## config.mk

```make
export PLATFORM = sky130hd
export DESIGN_NAME = rx_ring_mgr
export DESIGN_NICKNAME = d
export VERILOG_FILES = /design/src/rtl/rxr_pkg.sv /design/src/rtl/rxr_ring_ptr.sv /design/src/rtl/rxr_buf_track.sv /design/src/rtl/rx_ring_mgr.sv
export SDC_FILE = /design/constraint.sdc
export NUM_CORES = 1
export LEC_CHECK = 0
export CAP_MARGIN = 15
export CORE_ASPECT_RATIO = 1.5
export CORE_MARGIN = 8
export CORE_UTILIZATION = 56
export CTS_BUF_LIST = sky130_fd_sc_hd__clkbuf_16
export DETAILED_ROUTE_END_ITERATION = 8
export PLACE_DENSITY = 0.82
export SYNTH_ARGS = -nofsm -noshare
export SYNTH_HDL_FRONTEND = slang
export SYNTH_SLANG_ARGS = --single-unit
```

## constraint.sdc

```tcl
create_clock -name clk_i -period 4.9 [get_ports clk_i]
set_input_delay 0.49 -clock clk_i [delete_from_list [all_inputs] [get_ports clk_i]]
set_output_delay 0.49 -clock clk_i [all_outputs]
set_load 0.02 [all_outputs]
```

## src/rtl/rxr_pkg.sv

```systemverilog
package rxr_pkg;
  localparam int ADDR_W     = 24;
  localparam int IDX_W      = 7;
  localparam int EXP_W      = 3;
  localparam int LEN_W      = 16;
  localparam int CODE_W     = 8;
  localparam int CODE_SHIFT = 5;

  // control byte bit positions (decoded by software)
  localparam int CTL_OWN  = 7;
  localparam int CTL_ERR  = 6;
  localparam int CTL_FRAM = 5;
  localparam int CTL_OFLO = 4;
  localparam int CTL_CRC  = 3;
  localparam int CTL_BUFF = 2;
  localparam int CTL_STP  = 1;
  localparam int CTL_ENP  = 0;

  // descriptor word offsets in bytes
  localparam int OFS_ADDR = 0;
  localparam int OFS_CTL  = 2;
  localparam int OFS_SIZE = 4;
  localparam int OFS_LEN  = 6;

  typedef enum logic [3:0] {
    S_IDLE, S_RD_CTL, S_RD_LO, S_RD_SZ, S_DATA,
    S_WR_DATA, S_RD_NXT, S_WR_CNT, S_WR_CTL, S_DRAIN
  } state_e;
endpackage

```

## src/rtl/rxr_ring_ptr.sv

```systemverilog
module rxr_ring_ptr #(
  parameter int AW    = 24,
  parameter int IDX_W = 7,
  parameter int EXP_W = 3
) (
  input  logic             clk_i,
  input  logic             rst_ni,
  input  logic [AW-1:0]    base_i,
  input  logic [EXP_W-1:0] exp_i,
  input  logic             adv_i,
  output logic [AW-1:0]    cur_addr_o,
  output logic [AW-1:0]    nxt_addr_o
);
  logic [IDX_W-1:0] idx_q, cur, nxt, mask;
  logic [IDX_W:0]   span;
  logic [AW-1:0]    base_al;
  logic             unused_base;

  assign span    = (IDX_W+1)'(1) << exp_i;
  assign mask    = span[IDX_W-1:0] - 1'b1;
  assign cur     = idx_q & mask;
  assign nxt     = (cur + 1'b1) & mask;
  assign base_al = {base_i[AW-1:3], 3'b000};
  assign unused_base = ^base_i[2:0];

  assign cur_addr_o = base_al + AW'({cur, 3'b000});
  assign nxt_addr_o = base_al + AW'({nxt, 3'b000});

  always_ff @(posedge clk_i or negedge rst_ni) begin
    if (!rst_ni)    idx_q <= '0;
    else if (adv_i) idx_q <= nxt;
  end

  AST_RING_WRAP: assert property (@(posedge clk_i) disable iff (!rst_ni)
    adv_i && (cur == mask) |=> idx_q == '0);
endmodule

```

## src/rtl/rxr_buf_track.sv

```systemverilog
module rxr_buf_track #(
  parameter int LEN_W = 16
) (
  input  logic             clk_i,
  input  logic             rst_ni,
  input  logic             start_i,
  input  logic             load_i,
  input  logic [LEN_W-1:0] neg_size_i,
  input  logic             byte_i,
  input  logic             chain_i,
  output logic [LEN_W-1:0] off_o,
  output logic [LEN_W-1:0] len_o,
  output logic             fill_o,
  output logic             first_o
);
  logic [LEN_W-1:0] size_q, off_q, len_q;
  logic             first_q;

  always_ff @(posedge clk_i or negedge rst_ni) begin
    if (!rst_ni) begin
      size_q  <= '0;
      off_q   <= '0;
      len_q   <= '0;
      first_q <= 1'b0;
    end else begin
      if (start_i) begin
        len_q   <= '0;
        first_q <= 1'b1;
      end
      if (chain_i) first_q <= 1'b0;
      if (load_i) begin
        size_q <= '0 - neg_size_i;
        off_q  <= '0;
      end
      if (byte_i) begin
        off_q <= off_q + 1'b1;
        len_q <= len_q + 1'b1;
      end
    end
  end

  assign off_o   = off_q;
  assign len_o   = len_q;
  assign fill_o  = (off_q + 1'b1) == size_q;
  assign first_o = first_q;

  AST_LEN_GROW: assert property (@(posedge clk_i) disable iff (!rst_ni)
    byte_i && !start_i |=> len_q == $past(len_q) + 1'b1);
  AST_LOAD_ZERO: assert property (@(posedge clk_i) disable iff (!rst_ni)
    load_i && !byte_i |=> off_q == '0);
endmodule

```

## src/rtl/rx_ring_mgr.sv

```systemverilog
module rx_ring_mgr
  import rxr_pkg::*;
#(
  parameter int AW    = ADDR_W,
  parameter int IW    = IDX_W,
  parameter int EW    = EXP_W,
  parameter int LW    = LEN_W,
  parameter int CW    = CODE_W,
  parameter int SHIFT = CODE_SHIFT
) (
  input  logic          clk_i,
  input  logic          rst_ni,
  input  logic          ring_dis_i,
  input  logic [AW-1:0] ring_base_i,
  input  logic [CW-1:0] ring_code_i,
  input  logic          rx_valid_i,
  input  logic [7:0]    rx_data_i,
  input  logic          rx_last_i,
  input  logic [2:0]    rx_stat_i,
  output logic          rx_ready_o,
  output logic          mem_req_o,
  output logic          mem_we_o,
  output logic [AW-1:0] mem_addr_o,
  output logic [1:0]    mem_be_o,
  output logic [15:0]   mem_wdata_o,
  input  logic [15:0]   mem_rdata_i,
  input  logic          mem_ack_i,
  output logic          rint_o,
  output logic          miss_o
);
  localparam int HI_W = AW - 16;

  state_e           state_q, state_d;
  logic [15:0]      lo_q;
  logic [HI_W-1:0]  hi_q;
  logic [7:0]       byte_q;
  logic             last_q, buff_q, dis_q;
  logic [2:0]       stat_q;
  logic [AW-1:0]    cur_addr, nxt_addr, buf_addr;
  logic [LW-1:0]    off, len;
  logic             fill, first;
  logic             own_rd, adv, start, load, byte_wr, chain;
  logic [7:0]       ctl;
  logic             unused_code;

  assign unused_code = ^ring_code_i[SHIFT-1:0];
  assign own_rd      = mem_rdata_i[CTL_OWN];

  rxr_ring_ptr #(.AW(AW), .IDX_W(IW), .EXP_W(EW)) u_ptr (
    .clk_i, .rst_ni,
    .base_i     (ring_base_i),
    .exp_i      (ring_code_i[SHIFT +: EW]),
    .adv_i      (adv),
    .cur_addr_o (cur_addr),
    .nxt_addr_o (nxt_addr)
  );

  rxr_buf_track #(.LEN_W(LW)) u_trk (
    .clk_i, .rst_ni,
    .start_i    (start),
    .load_i     (load),
    .neg_size_i (mem_rdata_i[LW-1:0]),
    .byte_i     (byte_wr),
    .chain_i    (chain),
    .off_o      (off),
    .len_o      (len),
    .fill_o     (fill),
    .first_o    (first)
  );

  assign buf_addr = {hi_q, lo_q} + AW'(off);

  always_comb begin
    ctl            = '0;
    ctl[CTL_STP]   = first;
    ctl[CTL_ENP]   = last_q;
    ctl[CTL_BUFF]  = buff_q;
    if (last_q) {ctl[CTL_FRAM], ctl[CTL_OFLO], ctl[CTL_CRC]} = stat_q;
    ctl[CTL_ERR]   = |{ctl[CTL_FRAM], ctl[CTL_OFLO], ctl[CTL_CRC], ctl[CTL_BUFF]};
  end

  assign start   = (state_q == S_IDLE) && rx_valid_i && !ring_dis_i;
  assign load    = (state_q == S_RD_SZ) && mem_ack_i;
  assign byte_wr = (state_q == S_WR_DATA) && mem_ack_i;
  assign adv     = (state_q == S_WR_CTL) && mem_ack_i;
  assign chain   = adv && !last_q && !buff_q;
  assign rint_o  = adv;
  assign miss_o  = (state_q == S_RD_CTL) && mem_ack_i && !own_rd;
  assign rx_ready_o = (state_q == S_DATA) || (state_q == S_DRAIN);

  always_comb begin
    mem_req_o   = 1'b1;
    mem_we_o    = 1'b0;
    mem_addr_o  = '0;
    mem_be_o    = 2'b11;
    mem_wdata_o = '0;
    unique case (state_q)
      S_RD_CTL:  mem_addr_o = cur_addr + AW'(OFS_CTL);
      S_RD_LO:   mem_addr_o = cur_addr + AW'(OFS_ADDR);
      S_RD_SZ:   mem_addr_o = cur_addr + AW'(OFS_SIZE);
      S_RD_NXT:  mem_addr_o = nxt_addr + AW'(OFS_CTL);
      S_WR_DATA: begin
        mem_we_o    = 1'b1;
        mem_addr_o  = buf_addr;
        mem_be_o    = buf_addr[0] ? 2'b10 : 2'b01;
        mem_wdata_o = {byte_q, byte_q};
      end
      S_WR_CNT: begin
        mem_we_o    = 1'b1;
        mem_addr_o  = cur_addr + AW'(OFS_LEN);
        mem_wdata_o = 16'(len);
      end
      S_WR_CTL: begin
        mem_we_o    = 1'b1;
        mem_addr_o  = cur_addr + AW'(OFS_CTL);
        mem_be_o    = 2'b01;
        mem_wdata_o = {8'h00, ctl};
      end
      default: begin
        mem_req_o = 1'b0;
        mem_be_o  = 2'b00;
      end
    endcase
  end

  always_comb begin
    state_d = state_q;
    unique case (state_q)
      S_IDLE:    if (rx_valid_i) state_d = ring_dis_i ? S_DRAIN : S_RD_CTL;
      S_RD_CTL:  if (mem_ack_i) state_d = own_rd ? S_RD_LO : S_DRAIN;
      S_RD_LO:   if (mem_ack_i) state_d = S_RD_SZ;
      S_RD_SZ:   if (mem_ack_i) state_d = S_DATA;
      S_DATA:    if (rx_valid_i) state_d = S_WR_DATA;
      S_WR_DATA: if (mem_ack_i) state_d = last_q ? S_WR_CNT : (fill ? S_RD_NXT : S_DATA);
      S_RD_NXT:  if (mem_ack_i) state_d = S_WR_CTL;
      S_WR_CNT:  if (mem_ack_i) state_d = S_WR_CTL;
      S_WR_CTL:  if (mem_ack_i) state_d = last_q ? S_IDLE : (buff_q ? S_DRAIN : S_RD_LO);
      S_DRAIN:   if (rx_valid_i && rx_last_i) state_d = S_IDLE;
      default:   state_d = S_IDLE;
    endcase
  end

  always_ff @(posedge clk_i or negedge rst_ni) begin
    if (!rst_ni) begin
      state_q <= S_IDLE;
      lo_q    <= '0;
      hi_q    <= '0;
      byte_q  <= '0;
      last_q  <= 1'b0;
      stat_q  <= '0;
      buff_q  <= 1'b0;
      dis_q   <= 1'b0;
    end else begin
      state_q <= state_d;
      if (state_q == S_IDLE && rx_valid_i) begin
        dis_q  <= ring_dis_i;
        buff_q <= 1'b0;
        last_q <= 1'b0;
      end
      if (state_q == S_DRAIN && rx_valid_i && rx_last_i) dis_q <= 1'b0;
      if (state_q == S_RD_CTL && mem_ack_i) hi_q <= mem_rdata_i[15 -: HI_W];
      if (state_q == S_RD_LO && mem_ack_i) lo_q <= mem_rdata_i;
      if (state_q == S_DATA && rx_valid_i) begin
        byte_q <= rx_data_i;
        last_q <= rx_last_i;
        stat_q <= rx_stat_i;
      end
      if (state_q == S_RD_NXT && mem_ack_i) begin
        buff_q <= !own_rd;
        if (own_rd) hi_q <= mem_rdata_i[15 -: HI_W];
      end
    end
  end

  AST_REQ_HOLD: assert property (@(posedge clk_i) disable iff (!rst_ni)
    mem_req_o && !mem_ack_i |=> mem_req_o && $stable(mem_addr_o) && $stable(mem_we_o));
  AST_OWN_RELEASE: assert property (@(posedge clk_i) disable iff (!rst_ni)
    rint_o |-> mem_we_o && mem_be_o == 2'b01 && !mem_wdata_o[CTL_OWN]);
  AST_ERR_SUMMARY: assert property (@(posedge clk_i) disable iff (!rst_ni)
    rint_o |-> mem_wdata_o[CTL_ERR] == |mem_wdata_o[CTL_FRAM:CTL_BUFF]);
  AST_BUFF_NOT_END: assert property (@(posedge clk_i) disable iff (!rst_ni)
    rint_o && mem_wdata_o[CTL_BUFF] |-> !mem_wdata_o[CTL_ENP]);
  AST_MISS_QUIET: assert property (@(posedge clk_i) disable iff (!rst_ni)
    miss_o |=> !mem_req_o && rx_ready_o);
  AST_OFF_QUIET: assert property (@(posedge clk_i) disable iff (!rst_ni)
    dis_q |-> !mem_req_o && !rint_o && !miss_o);
  AST_PULSE_EXCL: assert property (@(posedge clk_i) disable iff (!rst_ni)
    $onehot0({rint_o, miss_o}));
endmodule

```

==> impl_metrics.ini <==
[clocking]
cts_buffers = 9
cts_buffer_depth = 2
hold_buffers = 0
htreeDepth = 3
cts_tree = yes
clock-sinks = 97
insertion_delay_ns = 0.35
clk_pin_slew_ns = 0.08
cts-root-buf = clkbuf_16

[placed_design]
port_buffers = 103
dpl-instance-area_um2 = 9030
gp_congestion = 0.909
dp_hpwl_um = 17400

[floorplan]
dieArea_um2 = 17600
core.rowCount = 52
coreArea_um2 = 13400
start_util_pct = 56.7
ios = 112
die_x_um = 111
die_h_um = 159

[setup_path]
cp_max_fo = 4
reg2reg_depth = 8
critPathRequiredTime_ns = 4.41
cp.arrival_ns = 4.27
worstSetupStartpointType = input port
worstSetupEndpointType = output pin
path_class = in2out

[power_and_ir_drop]
ir_worst_vdd_v = 0.000280
power.leakage_nw = 4.18
design_power_total_mw = 4.34
powerDensity_nw_per_um2 = 455

[routing]
routed_wl_um = 23100
wl_per_cell_um = 18.8
detail_route.iter0.violations = 459
ant_nets = 0
avgViaCountPerCell = 6.32
wl_met1_um = 9040
drc_errors = 0
wl_met2_um = 12100
met3_length_um = 1050
routed.top_layer = met4
drtPass1Iterations = 6
via_count = 7744

[logic_synthesis]
ys_seq_elements = 97
synth-edff-count = 0
syn_nets = 1028
yosysMostFrequentCell = nand2_1
synth_area_leader_cell = dfrtp_1
synth_async_sr_flop_share_pct = 100
netlist.area_leader.share_pct = 31.9
ys_types = 67
synthCells = 925
syn-cell-area_um2 = 7600
seq_area_frac_synth_pct = 31.9
syn_avg_cell_area_um2 = 8.22
synth_area_leaders = dfrtp_1 32%, nand2_1 6.4%, o21ai_0 6.1%, ha_1 5.8%, mux2_2 5.3%
ys.flop_type = dfrtp_1
ys_top_cells_by_count = 129 x nand2_1, 97 x dfrtp_1, 92 x o21ai_0, 62 x nor2_1, 44 x xnor2_1
yosysWarningCount = 0

[global_route]
track_usage_pct = 25.2
grt_pass1_wl_um = 37000
grt_pass1_vias = 7571
overflow = 0
grt_max_degree = 61
antenna_found_initial = 0

[final_layout]
nNetsFinal = 1162
drive_gt1_share_pct = 14.3
stdcell_area_um2 = 9530
area_growth_pct = 25.4
diodes = 0

[min_path]
hold_class = in2async

[status]
status = finished clean

[timing]
slew_headroom_pct = 39.2
drv_slew = 0
post-route-period-util_pct = 97.1
worstMarginPinSlew_ns = 0.910
setup_viol = 0
hold_violations = 0
fmax_ghz = 0.210
period_needed_ns = 4.76
fin_skew_ns = 0.00916

[flow_run]
cap_violations = 0
registers in the layout (all words and copies together) (netlist names):
signal / cells
buff_q: 1
byte_q: 8
hi_q: 8
last_q: 1
lo_q: 16
stat_q: 3
state_q: 4
u_ptr.idx_q: 7
u_trk.first_o: 1
u_trk.len_o: 16
u_trk.off_o: 16
u_trk.size_q: 16
report_power, final:
group	switching (mW)	internal (mW)
Sequential	0.299	1.06
Clock	0.364	0.411
Combinational	1.22	0.988
Total	1.89	2.46
logic make-up after synthesis:
family / count (synthesis) / share of synthesized area, %
AO/OA/AOI/OAI: 279 / 23.4
XOR/XNOR: 67 / 7.72
adder cells (fa/ha/maj): 38 / 6.55
buffers and inverters: 62 / 3.13
flip-flops: 97 / 31.9
multiplexers: 39 / 5.79
AND/OR/NAND/NOR: 343 / 21.5
layout by cell type (no fill, tap or decap), drive strengths merged, types with 13 or more instances in the layout:
master	count
clkdlybuf4s50	86
clkbuf	17
nand2	129
o21ai	111
ha	35
inv	31
and3	13
buf	58
xor2	23
nand4	13
dfrtp	97
mux2	37
nand3	40
a21o	15
nor3	26
xnor2	44
o31ai	22
a21oi	36
nor2	62
area by class of cell:
class	instances	area (um2)
clock buffers	9	225
clock inverters	7	93.8
fillers	1075	3870
inverters	28	105
multi-input cells	766	5090
flip-flops and latches	97	2430
well taps	162	203
repair buffers	157	1390
critical path, cell delays in order:
cell and delay (ns):
clkdlybuf4s50_1 0.42, or3_4 0.41, ha_4 0.28, nand2b_1 0.13, inv_2 0.05, ha_2 0.21, xnor2_1 0.17, nor2_1 0.08
ha_1 0.31, o21ai_0 0.35, o21ai_1 0.17, a31oi_4 0.17, o22a_1 0.23, nor4_1 0.08, or4_1 0.56, buf_6 0.16
through the flow:
| stage | setup slack [ns] | hold slack, ns | TNS [ns] | util, % | std cells |
|---|---|---|---|---|---|
| 2_1_floorplan | 0.498 | 0.194 | 0 | - | 925 |
| 3_3_place_gp | -0.360 | 0.474 | -3.37 | 67.4 | 1200 |
| 3_5_place_dp | -0.400 | 0.480 | -3.95 | 67.4 | 1200 |
| 4_1_cts | -0.0215 | 0.252 | -0.0215 | 70.2 | 1220 |
| 5_1_grt | -0.0815 | 0.296 | -0.329 | 71.1 | 1226 |
| 6_report | 0.140 | 0.169 | 0 | 71.1 | 1226 |
final timing paths:
check	from	to	slack [ns]
min reg2reg	lo_q[0]	lo_q[0]	0.50
min	rst_ni	u_ptr.idx_q[6]	0.17
max in group asynchronous	rst_ni	u_trk.size_q[0]	3.72
max	ring_code_i[6]	mem_addr_o[22]	0.14
max reg2reg	state_q[2]	u_trk.len_o[11]	1.49
min in group clk_i	lo_q[0]	lo_q[0]	0.50
layer usage:
layer  vias to the layer above  GRT usage (%)
li1                       3663              -
met1                      3724           27.8
met2                       288           45.6
met3                        69           3.62
met4                         0           12.7
met5                         -              0
timing repair:
item / CTS / global route
endpoints found under the setup margin: 15 / 16
gates resized for setup: 31 / 48
setup buffers: 4 / 6
pin swaps: 3 / 12
No activity file was read; power rests on OpenSTA's default activity.
